[src/rtl/ps_cfg_pkg.sv]
// Shared definitions for the passive serial configuration loader.
package ps_cfg_pkg;

    // Sequencer phases; the result states hold until the next start.
    typedef enum logic [2:0] {
        ST_IDLE      = 3'd0,
        ST_RESET     = 3'd1,
        ST_SETTLE    = 3'd2,
        ST_LOAD      = 3'd3,
        ST_TAIL      = 3'd4,
        ST_PASS      = 3'd5,
        ST_FAIL_STAT = 3'd6,
        ST_FAIL_TIME = 3'd7
    } ldr_state_t;

endpackage

[src/rtl/ps_sclk_gen.sv]
// Serial clock generator.
// Produces a clock with HALF_DIV system cycles low and then HALF_DIV high,
// while run is high. fall_tick flags the system edge at which the serial
// clock returns low; that is where the data line may move.
// Assumes HALF_DIV >= 1. Dropping run forces the clock low and rewinds
// the phase counter.
module ps_sclk_gen #(
    parameter int HALF_DIV = 2
) (
    input  logic clk,
    input  logic rst_n,
    input  logic run,
    output logic sclk,
    output logic fall_tick
);
    localparam int PERIOD = 2 * HALF_DIV;
    localparam int CW     = (PERIOD > 2) ? $clog2(PERIOD) : 1;

    logic [CW-1:0] phase;
    logic [CW-1:0] phase_nxt;
    logic          wrap;

    // Phase wrap detection and next-phase value.
    always_comb begin
        wrap      = (phase == CW'(PERIOD - 1));
        phase_nxt = wrap ? '0 : phase + CW'(1);
    end

    assign fall_tick = run && wrap;

    // Phase counter and registered serial clock level.
    always_ff @(posedge clk) begin
        if (!rst_n || !run) begin
            phase <= '0;
            sclk  <= 1'b0;
        end else begin
            phase <= phase_nxt;
            sclk  <= (phase_nxt >= CW'(HALF_DIV));
        end
    end

    AST_FALL_FROM_HIGH: assert property (@(posedge clk) disable iff (!rst_n)
        fall_tick |-> sclk) else $error("fall tick while clock low");

endmodule

[src/rtl/ps_bit_shifter.sv]
// Byte shifter.
// Holds one image byte and presents bit 0 on sdata. Each step shifts the
// byte right by one, so bits leave least significant first.
// Assumes load is only raised while the shifter is empty. final_bit marks
// the last bit of a byte that carried the last flag.
module ps_bit_shifter #(
    parameter int W = 8
) (
    input  logic         clk,
    input  logic         rst_n,
    input  logic         flush,
    input  logic         load,
    input  logic [W-1:0] load_data,
    input  logic         load_last,
    input  logic         step,
    output logic         sdata,
    output logic         holding,
    output logic         final_bit
);
    localparam int CW = $clog2(W + 1);

    logic [W-1:0]  shreg;
    logic [CW-1:0] left;
    logic          last_q;

    // Load, shift and empty tracking for the current byte.
    always_ff @(posedge clk) begin
        if (!rst_n || flush) begin
            shreg   <= '0;
            left    <= '0;
            holding <= 1'b0;
            last_q  <= 1'b0;
        end else if (load) begin
            shreg   <= load_data;
            left    <= CW'(W);
            holding <= 1'b1;
            last_q  <= load_last;
        end else if (step && holding) begin
            shreg <= shreg >> 1;
            left  <= left - CW'(1);
            if (left == CW'(1)) begin
                holding <= 1'b0;
            end
        end
    end

    assign sdata     = shreg[0];
    assign final_bit = holding && last_q && (left == CW'(1));

    AST_LOAD_EMPTY: assert property (@(posedge clk) disable iff (!rst_n)
        load |-> !holding) else $error("byte loaded over a held byte");

endmodule

[src/rtl/ps_seq_ctrl.sv]
// Load sequencer.
// Steps through the phases: configuration reset, settling wait, byte
// loading, tail wait for done, and a held result. Status and done are
// only looked at in the loading and tail phases.
// Assumes fall_tick pulses once per serial clock period and final_bit
// marks the last data bit of the image.
module ps_seq_ctrl
    import ps_cfg_pkg::*;
#(
    parameter int RST_CYCLES  = 250,
    parameter int WAIT_CYCLES = 1250,
    parameter int TAIL_CLOCKS = 64
) (
    input  logic       clk,
    input  logic       rst_n,
    input  logic       start,
    input  logic       status_n,
    input  logic       done,
    input  logic       fall_tick,
    input  logic       final_bit,
    output ldr_state_t state
);
    localparam int M1   = (RST_CYCLES > WAIT_CYCLES) ? RST_CYCLES : WAIT_CYCLES;
    localparam int MAXV = (M1 > TAIL_CLOCKS) ? M1 : TAIL_CLOCKS;
    localparam int TW   = $clog2(MAXV + 1);

    logic [TW-1:0] tmr;

    // Phase sequencing with a shared cycle/clock timer.
    always_ff @(posedge clk) begin
        if (!rst_n) begin
            state <= ST_IDLE;
            tmr   <= '0;
        end else begin
            case (state)
                ST_RESET: begin
                    if (tmr == TW'(RST_CYCLES - 1)) begin
                        state <= ST_SETTLE;
                        tmr   <= '0;
                    end else begin
                        tmr <= tmr + TW'(1);
                    end
                end
                ST_SETTLE: begin
                    if (tmr == TW'(WAIT_CYCLES - 1)) begin
                        state <= ST_LOAD;
                        tmr   <= '0;
                    end else begin
                        tmr <= tmr + TW'(1);
                    end
                end
                ST_LOAD: begin
                    if (!status_n) begin
                        state <= ST_FAIL_STAT;
                    end else if (fall_tick && final_bit) begin
                        state <= ST_TAIL;
                        tmr   <= '0;
                    end
                end
                ST_TAIL: begin
                    if (!status_n) begin
                        state <= ST_FAIL_STAT;
                    end else if (done) begin
                        state <= ST_PASS;
                    end else if (fall_tick) begin
                        if (tmr == TW'(TAIL_CLOCKS - 1)) begin
                            state <= ST_FAIL_TIME;
                        end else begin
                            tmr <= tmr + TW'(1);
                        end
                    end
                end
                default: begin
                    if (start) begin
                        state <= ST_RESET;
                        tmr   <= '0;
                    end
                end
            endcase
        end
    end

    AST_TAIL_BOUND: assert property (@(posedge clk) disable iff (!rst_n)
        (state == ST_TAIL) |-> (tmr < TW'(TAIL_CLOCKS))) else $error("tail overrun");

endmodule

[src/rtl/ps_cfg_loader.sv]
// Passive serial configuration loader, top level.
// Ties together the sequencer, the serial clock generator and the byte
// shifter. The serial clock runs only while a byte is held during loading,
// or during the tail wait.
// Assumes the upstream holds in_data, in_valid and in_last stable until
// the byte is taken.
module ps_cfg_loader
    import ps_cfg_pkg::*;
#(
    parameter int DATA_W      = 8,
    parameter int CLK_DIV     = 2,
    parameter int RST_CYCLES  = 250,
    parameter int WAIT_CYCLES = 1250,
    parameter int TAIL_CLOCKS = 64
) (
    input  logic              clk,
    input  logic              rst_n,
    input  logic              start,
    input  logic [DATA_W-1:0] in_data,
    input  logic              in_valid,
    input  logic              in_last,
    output logic              in_ready,
    output logic              cfg_rst_n,
    output logic              cfg_clk,
    output logic              cfg_data,
    input  logic              cfg_status_n,
    input  logic              cfg_done,
    output logic              load_busy,
    output logic              load_ok,
    output logic              err_status,
    output logic              err_timeout
);
    ldr_state_t state;
    logic       holding;
    logic       final_bit;
    logic       fall_tick;
    logic       take;
    logic       run;

    // Handshake and clock enable decode from the sequencer phase.
    always_comb begin
        in_ready    = (state == ST_LOAD) && !holding;
        take        = in_valid && in_ready;
        run         = ((state == ST_LOAD) && holding) || (state == ST_TAIL);
        cfg_rst_n   = (state != ST_RESET);
        load_busy   = (state == ST_RESET) || (state == ST_SETTLE) ||
                      (state == ST_LOAD)  || (state == ST_TAIL);
        load_ok     = (state == ST_PASS);
        err_status  = (state == ST_FAIL_STAT);
        err_timeout = (state == ST_FAIL_TIME);
    end

    ps_seq_ctrl #(
        .RST_CYCLES (RST_CYCLES),
        .WAIT_CYCLES(WAIT_CYCLES),
        .TAIL_CLOCKS(TAIL_CLOCKS)
    ) u_seq (
        .clk      (clk),
        .rst_n    (rst_n),
        .start    (start),
        .status_n (cfg_status_n),
        .done     (cfg_done),
        .fall_tick(fall_tick),
        .final_bit(final_bit),
        .state    (state)
    );

    ps_sclk_gen #(
        .HALF_DIV(CLK_DIV)
    ) u_sclk (
        .clk      (clk),
        .rst_n    (rst_n),
        .run      (run),
        .sclk     (cfg_clk),
        .fall_tick(fall_tick)
    );

    ps_bit_shifter #(
        .W(DATA_W)
    ) u_shift (
        .clk      (clk),
        .rst_n    (rst_n),
        .flush    (state == ST_RESET),
        .load     (take),
        .load_data(in_data),
        .load_last(in_last),
        .step     (fall_tick),
        .sdata    (cfg_data),
        .holding  (holding),
        .final_bit(final_bit)
    );

    AST_DATA_STABLE_HIGH: assert property (@(posedge clk) disable iff (!rst_n)
        cfg_clk |-> $stable(cfg_data)) else $error("data moved while clock high");

    AST_NO_CLK_IN_CFG_RESET: assert property (@(posedge clk) disable iff (!rst_n)
        !cfg_rst_n |-> !cfg_clk) else $error("clock under config reset");

    AST_READY_QUIET: assert property (@(posedge clk) disable iff (!rst_n)
        cfg_clk |-> !in_ready) else $error("ready while bit on wire");

    AST_ABORT_SILENT: assert property (@(posedge clk) disable iff (!rst_n)
        (err_status && $past(err_status)) |-> (!cfg_clk && !in_ready))
        else $error("activity after status abort");

endmodule

[config.mk]
export PLATFORM = sky130hd
export DESIGN_NAME = ps_cfg_loader
export DESIGN_NICKNAME = d
export VERILOG_FILES = /design/src/rtl/ps_cfg_pkg.sv /design/src/rtl/ps_sclk_gen.sv /design/src/rtl/ps_bit_shifter.sv /design/src/rtl/ps_seq_ctrl.sv /design/src/rtl/ps_cfg_loader.sv
export SDC_FILE = /design/constraint.sdc
export NUM_CORES = 1
export LEC_CHECK = 0
export BUFFER_PORTS_ARGS = -buffer_cell sky130_fd_sc_hd__buf_2
export CAP_MARGIN = 20
export CORE_MARGIN = 3
export CORE_UTILIZATION = 51
export DETAILED_ROUTE_END_ITERATION = 6
export PLACE_DENSITY = 0.81
export SYNTH_ARGS = -nofsm -noshare
export SYNTH_HDL_FRONTEND = slang
export SYNTH_SLANG_ARGS = --single-unit
[constraint.sdc]
create_clock -name clk -period 2.05 [get_ports clk]
set_input_delay 0.3075 -clock clk [delete_from_list [all_inputs] [get_ports clk]]
set_output_delay 0.3075 -clock clk [all_outputs]
set_load 0.02 [all_outputs]
==> reports/results.txt, run 1 <==
Status: complete, but fails checks
Violated checks: setup timing
Post-synth cell types: 49
Worst vdd ir: 0.624 mV
Unrepaired setup endpoints after global routing: true
Antenna violations before repair: 0
Setup crit end kind: flip-flop
Post-route clock period utilization: 104%
P_leak: 0.908 nW
Final Routed Wirelength: 4350 µm
Sw Pwr: 785 µW
Sequential share of power: 32.9%
Row count: 20
Fin. Hold Viols: 0
Worst-skew pair later-pin latency: 0.33 ns
Nets: 276
I/O pins: 23
Clk pwr share: 18.7%
Cell area after layout: 2270 µm²
Share of cells above drive strength 1: 36.6%
Asr flop ratio synth: 0%
IO buf count: 22
Relative slew slack: 66.5%
Pint: 1.24 mW
Setup crit start kind: flip-flop
H-Tree Depth: 2
Max Cap Viol: 0
Actual slew at the worst max-slew pin: 0.501 ns
CTS root buf: clkbuf_4
CP required: 2.29 ns
Routability cong.: 0.871
Core area: 3150 µm²
Clk sinks: 30
Buffer levels on the longest clock path: 2
Hold Path Class: in2reg
Power, Total: 2.03 mW
Initial DRC Count: 134
Area of the mapped netlist: 1730 µm²
Synth Register Bits: 30
DP Area: 2080 µm²
CTS tree: yes
Most frequent cells in the layout: buf_4, dfxtp_1, nand2_1
Worst path arrival time: 2.38 ns
Final WS setup: -0.0901 ns
Max Fanout on Critical Path: 8
Gr usage total: 22.0%
Worst Setup Path Type: reg2reg
Clock transition at path regs: 0.11 ns
Vias in the first global route: 1,679
Pins Over Slew Limit: 0
Detail Placement HPWL: 2980 µm
Pwr per Cell Area: 894 nW/µm²
Largest net degree at the start of global routing: 22
Post-Synthesis Cells: 209
WL per Instance: 14.4 µm
Fill cells: 254
Syn-to-layout area delta: 31.2%
Chip Width: 64.2 µm
Final min period: 2.14 ns
First-pass GRT wire length: 7270 µm
Mean Syn Cell Area: 8.27 µm²
Synth Flop Type: dfxtp_1
Cts hold-fix bufs: 0
Starting Density: 54.8%
Ant diodes: 0
Setup_tns: -0.431 ns
Final std cells w/o fill: 301
Max Freq: 467 MHz
Die ar.: 4130 µm²
DRC Markers: 0
Setup violators final: 7
Die height: 64.2 µm
Post-synth EDFFs: 0
GR Overflow Total: 0
Hold slack: 0.198 ns
Syn nets: 229
Commonest non-fill, non-tap cell in the layout: buf_4
Place WS: -0.0962 ns
Sequential element share of the synthesized area: 34.7%
Switch share: 38.7%
Fin util: 71.9%
Inst Count DP: 290
Power share of the combinational group: 48.4%
Reg2Reg Setup Slack: -0.09 ns
Vias: 1,742
Drt pass-1 iters: 5
CTS buffer count: 5
DRT antenna net count: 0
Final clock skew: 0.0112 ns
Vias/cell: 5.79
Ys Warns: 0
[layer usage]
metal,track usage (%),vias to the layer above,wire [µm],part of all wire [%]
met4,9.23,0,104,2.4
met1,26.5,800,1870,43
met2,37.0,67,2140,49
met5,0,-,0,0
met3,5.27,11,234,5.4
li1,-,864,-,-
[power groups by stage]
stage          Sequential (mW)  Clock (mW)  Combinational [mW]
3_3_place_gp             0.669           0               0.847
6_report                 0.668       0.378               0.981
4_1_cts                  0.659       0.379               0.893
2_1_floorplan            0.672           0               0.545
5_1_grt                  0.675       0.422                1.06
3_5_place_dp             0.672           0               0.861
[flip-flops by register name, indices dropped and copies added, names as in the netlist]
register and flops:
u_shift.holding 1, u_seq.tmr 11, u_seq.state 3, u_shift.left 4, u_sclk.phase 2, u_shift.shreg 8
u_shift.last_q 1
[layout make-up]
class | instances | area (µm²) | share of cell area, %
clock buffers | 6 | 51.3 | 2.26
clock inverters | 2 | 12.5 | 0.552
inverters | 6 | 22.5 | 0.993
multi-input cells | 159 | 1150 | 50.5
flip-flops and latches | 30 | 611 | 26.9
well taps | 44 | 55.1 | 2.43
repair buffers | 54 | 370 | 16.3
[synthesized netlist by cell type, types with 2 or more instances]
cell       n  area (µm²)
o22ai_1    3        18.8
nor2b_1    3        18.8
o21ai_0    5        25.0
nand2b_1   3        18.8
o211ai_1   2        15.0
nor4_1     3        18.8
or3b_1     2        17.5
dfxtp_1   30         601
nor2_1    15        56.3
buf_2      2        10.0
inv_1      6        22.5
ha_1       5        62.6
or3_1      3        18.8
a211oi_1   7        52.6
a21o_1     2        15.0
nor3b_1    2        15.0
clkbuf_1  11        41.3
a32oi_1    5        43.8
nor3_1     7        35.0
o31ai_2    5        62.6
and3_1    10        62.6
mux2i_1    8        80.1
nand3_1    8        40.0
nand4_1    2        12.5
nand2_1   25        93.8
a21oi_1   11        55.1
xor2_1     2        17.5
[critical path, stage by stage, from the launching register on]
cell and delay (ns):
dfxtp_1 0.40, or3b_4 0.45, a31o_2 0.24, or3b_4 0.24
or3b_4 0.39, buf_6 0.14, o32ai_2 0.18
[path summary, 6_finish.rpt]
kind	startpoint	endpoint	cells after the start
hold reg to reg	u_sclk.phase[0]	u_sclk.phase[0]	1
setup / recovery	u_seq.state[2]	u_seq.tmr[2]	6
hold / removal	in_last	u_shift.last_q	3
setup reg to reg	u_seq.state[2]	u_seq.tmr[2]	6
[logic make-up (layout without fill, tap and decap cells)]
kind of cell | Yosys count | count (layout) | synth area share (%)
buffers and inverters | 20 | 68 | 4.92
XOR/XNOR | 3 | 3 | 1.52
AND/OR/NAND/NOR | 95 | 95 | 29.6
flip-flops | 30 | 30 | 34.7
multiplexers | 8 | 8 | 4.63
AO/OA/AOI/OAI | 48 | 48 | 21.0
adder cells (fa/ha/maj) | 5 | 5 | 3.62
[repair_timing]
action / 4_1_cts / 5_1_grt
resized for setup: 6 / 20
endpoints found under the setup margin: 10 / 16
buffers inserted: 1 / 2
pin swaps: 2 / 2
Note: power is estimated with default switching activity, not from simulation.
==> inputs of run 2 (changes only) <==
--- a/config.mk
+++ b/config.mk
@@ -7,6 +7,7 @@
 export LEC_CHECK = 0
 export BUFFER_PORTS_ARGS = -buffer_cell sky130_fd_sc_hd__buf_2
 export CAP_MARGIN = 20
+export CORE_ASPECT_RATIO = 0.7
 export CORE_MARGIN = 3
 export CORE_UTILIZATION = 51
 export DETAILED_ROUTE_END_ITERATION = 6
==> run 2 against run 1 <==
  * The flow still finishes with violations (setup timing)
  * Largest cell class unchanged
  * Die area is 0.26% higher
  * Sequential share of layout area is 0.091 points lower
  * Worst setup slack better by 0.040 ns
  * Cell count is 2.7% lower
  * Final area is 0.28% lower
  * Maximum frequency is 1.9% higher
  * Flip-flop and latch count stayed put
  * Total power is 3.0% higher
  * Critical path depth is 2 higher
==> reports/results.txt, run 2 (same netlist as run 1, synthesis figures left out) <==
Status: complete, but fails checks
CP cell instances: ha_4 > nand2_2 > or4b_4 > o21ai_2 > nand3_2 > or3b_4 > buf_6 > o31ai_2
Worst vdd ir: 0.617 mV
Drt pass-1 iters: 4
Max reg flops: 11
CTS root buf: clkbuf_8
Pwr per Cell Area: 923 nW/µm²
Inst Count DP: 282
Register area: 607 µm²
Violated checks: setup timing
Post-route clock period utilization: 102%
Setup violators final: 7
Clock transition at path regs: 0.06 ns
Cell area after layout: 2260 µm²
DP Area: 2050 µm²
I/O pins: 23
Worst Setup Path Type: reg2reg
Detail Placement HPWL: 3190 µm
Row count: 17
Final std cells w/o fill: 293
Chip Width: 75.6 µm
Pins Over Slew Limit: 0
Max incr delay on CP: 0.49 ns
Most frequent cells in the layout: buf_4, dfxtp_1, nand2_1
Die ar.: 4140 µm²
CP required: 2.24 ns
Initial DRC Count: 118
Cts hold-fix bufs: 0
Multi-input gate area: 1150 µm²
Vias in the first global route: 1,431
Setup crit end kind: flip-flop
Max Fanout on Critical Path: 5
Clk sinks: 30
Syn-to-layout area delta: 30.8%
Buffer levels on the longest clock path: 2
Share of cells above drive strength 1: 34.5%
Fill cells: 238
Critical path's slowest cell: or4b_4
DRC Markers: 0
Setup_tns: -0.295 ns
WL per Instance: 15.3 µm
DRT antenna net count: 0
IO buf count: 22
Nets: 274
First-pass GRT wire length: 6780 µm
Worst Hold Launch: in_last
Relative slew slack: 70.3%
Vias: 1,729
Final min period: 2.10 ns
Core area: 3190 µm²
Actual slew at the worst max-slew pin: 0.445 ns
Worst reg2reg path startpoint: u_sclk.phase[1]
Setup crit start kind: flip-flop
Die height: 54.7 µm
Vias/cell: 5.90
Top flop regs: u_seq.tmr x11, u_shift.shreg x8, u_shift.left x4
Starting Density: 54.2%
Crit-path leading delay family: simple AND/OR/NAND/NOR gates
Gr usage total: 21.7%
Worst Setup SP: u_sclk.phase[1]
Max Freq: 476 MHz
GR Overflow Total: 0
Routability cong.: 0.899
Largest net degree at the start of global routing: 18
Global Route met2 Usage: 28.9%
Largest Register: u_seq.tmr
Routing usage on met1: 34.0%
Final Routed Wirelength: 4500 µm
Reg2Reg Setup Slack: -0.05 ns
P_leak: 0.895 nW
Hold Path Class: in2reg
Antenna violations before repair: 0
CTS tree: yes
Final WS setup: -0.0505 ns
Fin util: 70.9%
Worst-skew pair later-pin latency: 0.27 ns
Max Cap Viol: 0
Final clock skew: 0.00429 ns
Worst path arrival time: 2.29 ns
CTS buffer count: 5
Met3 Use GR: 5.32%
Ant diodes: 0
Fin. Hold Viols: 0
Unrepaired setup endpoints after global routing: true
H-Tree Depth: 2
Gr busiest metal: met1
Number of buffers and inverters on the critical path: 1
[run 2: changes by cell type in the layout (fill, tap and decap cells not counted), moves of 2 or more]
cell / change
clkbuf_4: -5
clkbuf_8: +5
a32oi_1: -2
a32oi_2: +2
buf_4: -2
o31ai_2: -2
o31ai_4: +2
[run 2: final timing paths]
check,cells after the start,endpoint
max,8,u_seq.tmr[5]
min,3,u_shift.last_q
max reg2reg,8,u_seq.tmr[5]
min reg2reg,1,u_sclk.phase[0]
[run 2: per-stage QoR]
stage	total power, mW	setup WS [ns]	hold WS [ns]
finish	2.09	-0.0505	0.300
global route	2.22	-0.105	0.300
CTS	2.04	-0.0438	0.284
detailed placement	1.52	-0.123	0.482
global placement	1.50	-0.0602	0.467
floorplan	1.22	-0.0428	0.436
[run 2: worst register-to-register path, cell delays in order (launching register included)]
cell     delay (ns)
dfxtp_4        0.36
ha_4           0.13
nand2_2        0.05
or4b_4         0.49
o21ai_2        0.14
nand3_2        0.10
or3b_4         0.44
buf_6          0.16
o31ai_2        0.16
[run 2: final cells by class]
class | instances | area share (%)
timing repair buffer | 52 | 15.3
tap | 38 | 2.10
sequential | 30 | 26.8
clock inverter | 1 | 0.221
clock buffer | 7 | 3.82
multi-input combinational | 159 | 50.7
inverter | 6 | 0.996
[run 2: timing repair]
action	CTS	global route
buffers inserted	2	1
resized for setup	3	19
setup endpoints to repair	10	14
pin swaps	4	3
[run 2: metal layers]
layer	wire, µm	vias up
li1	-	861
met1	2250	823
met2	1980	43
met3	246	2
met4	19	0
met5	0	-
[run 2: power by group]
| group | internal, mW | switching (mW) | leakage [nW] |
|---|---|---|---|
| combinational | 0.425 | 0.525 | 0.602 |
| sequential | 0.626 | 0.0279 | 0.244 |
| clock | 0.270 | 0.215 | 0.0482 |
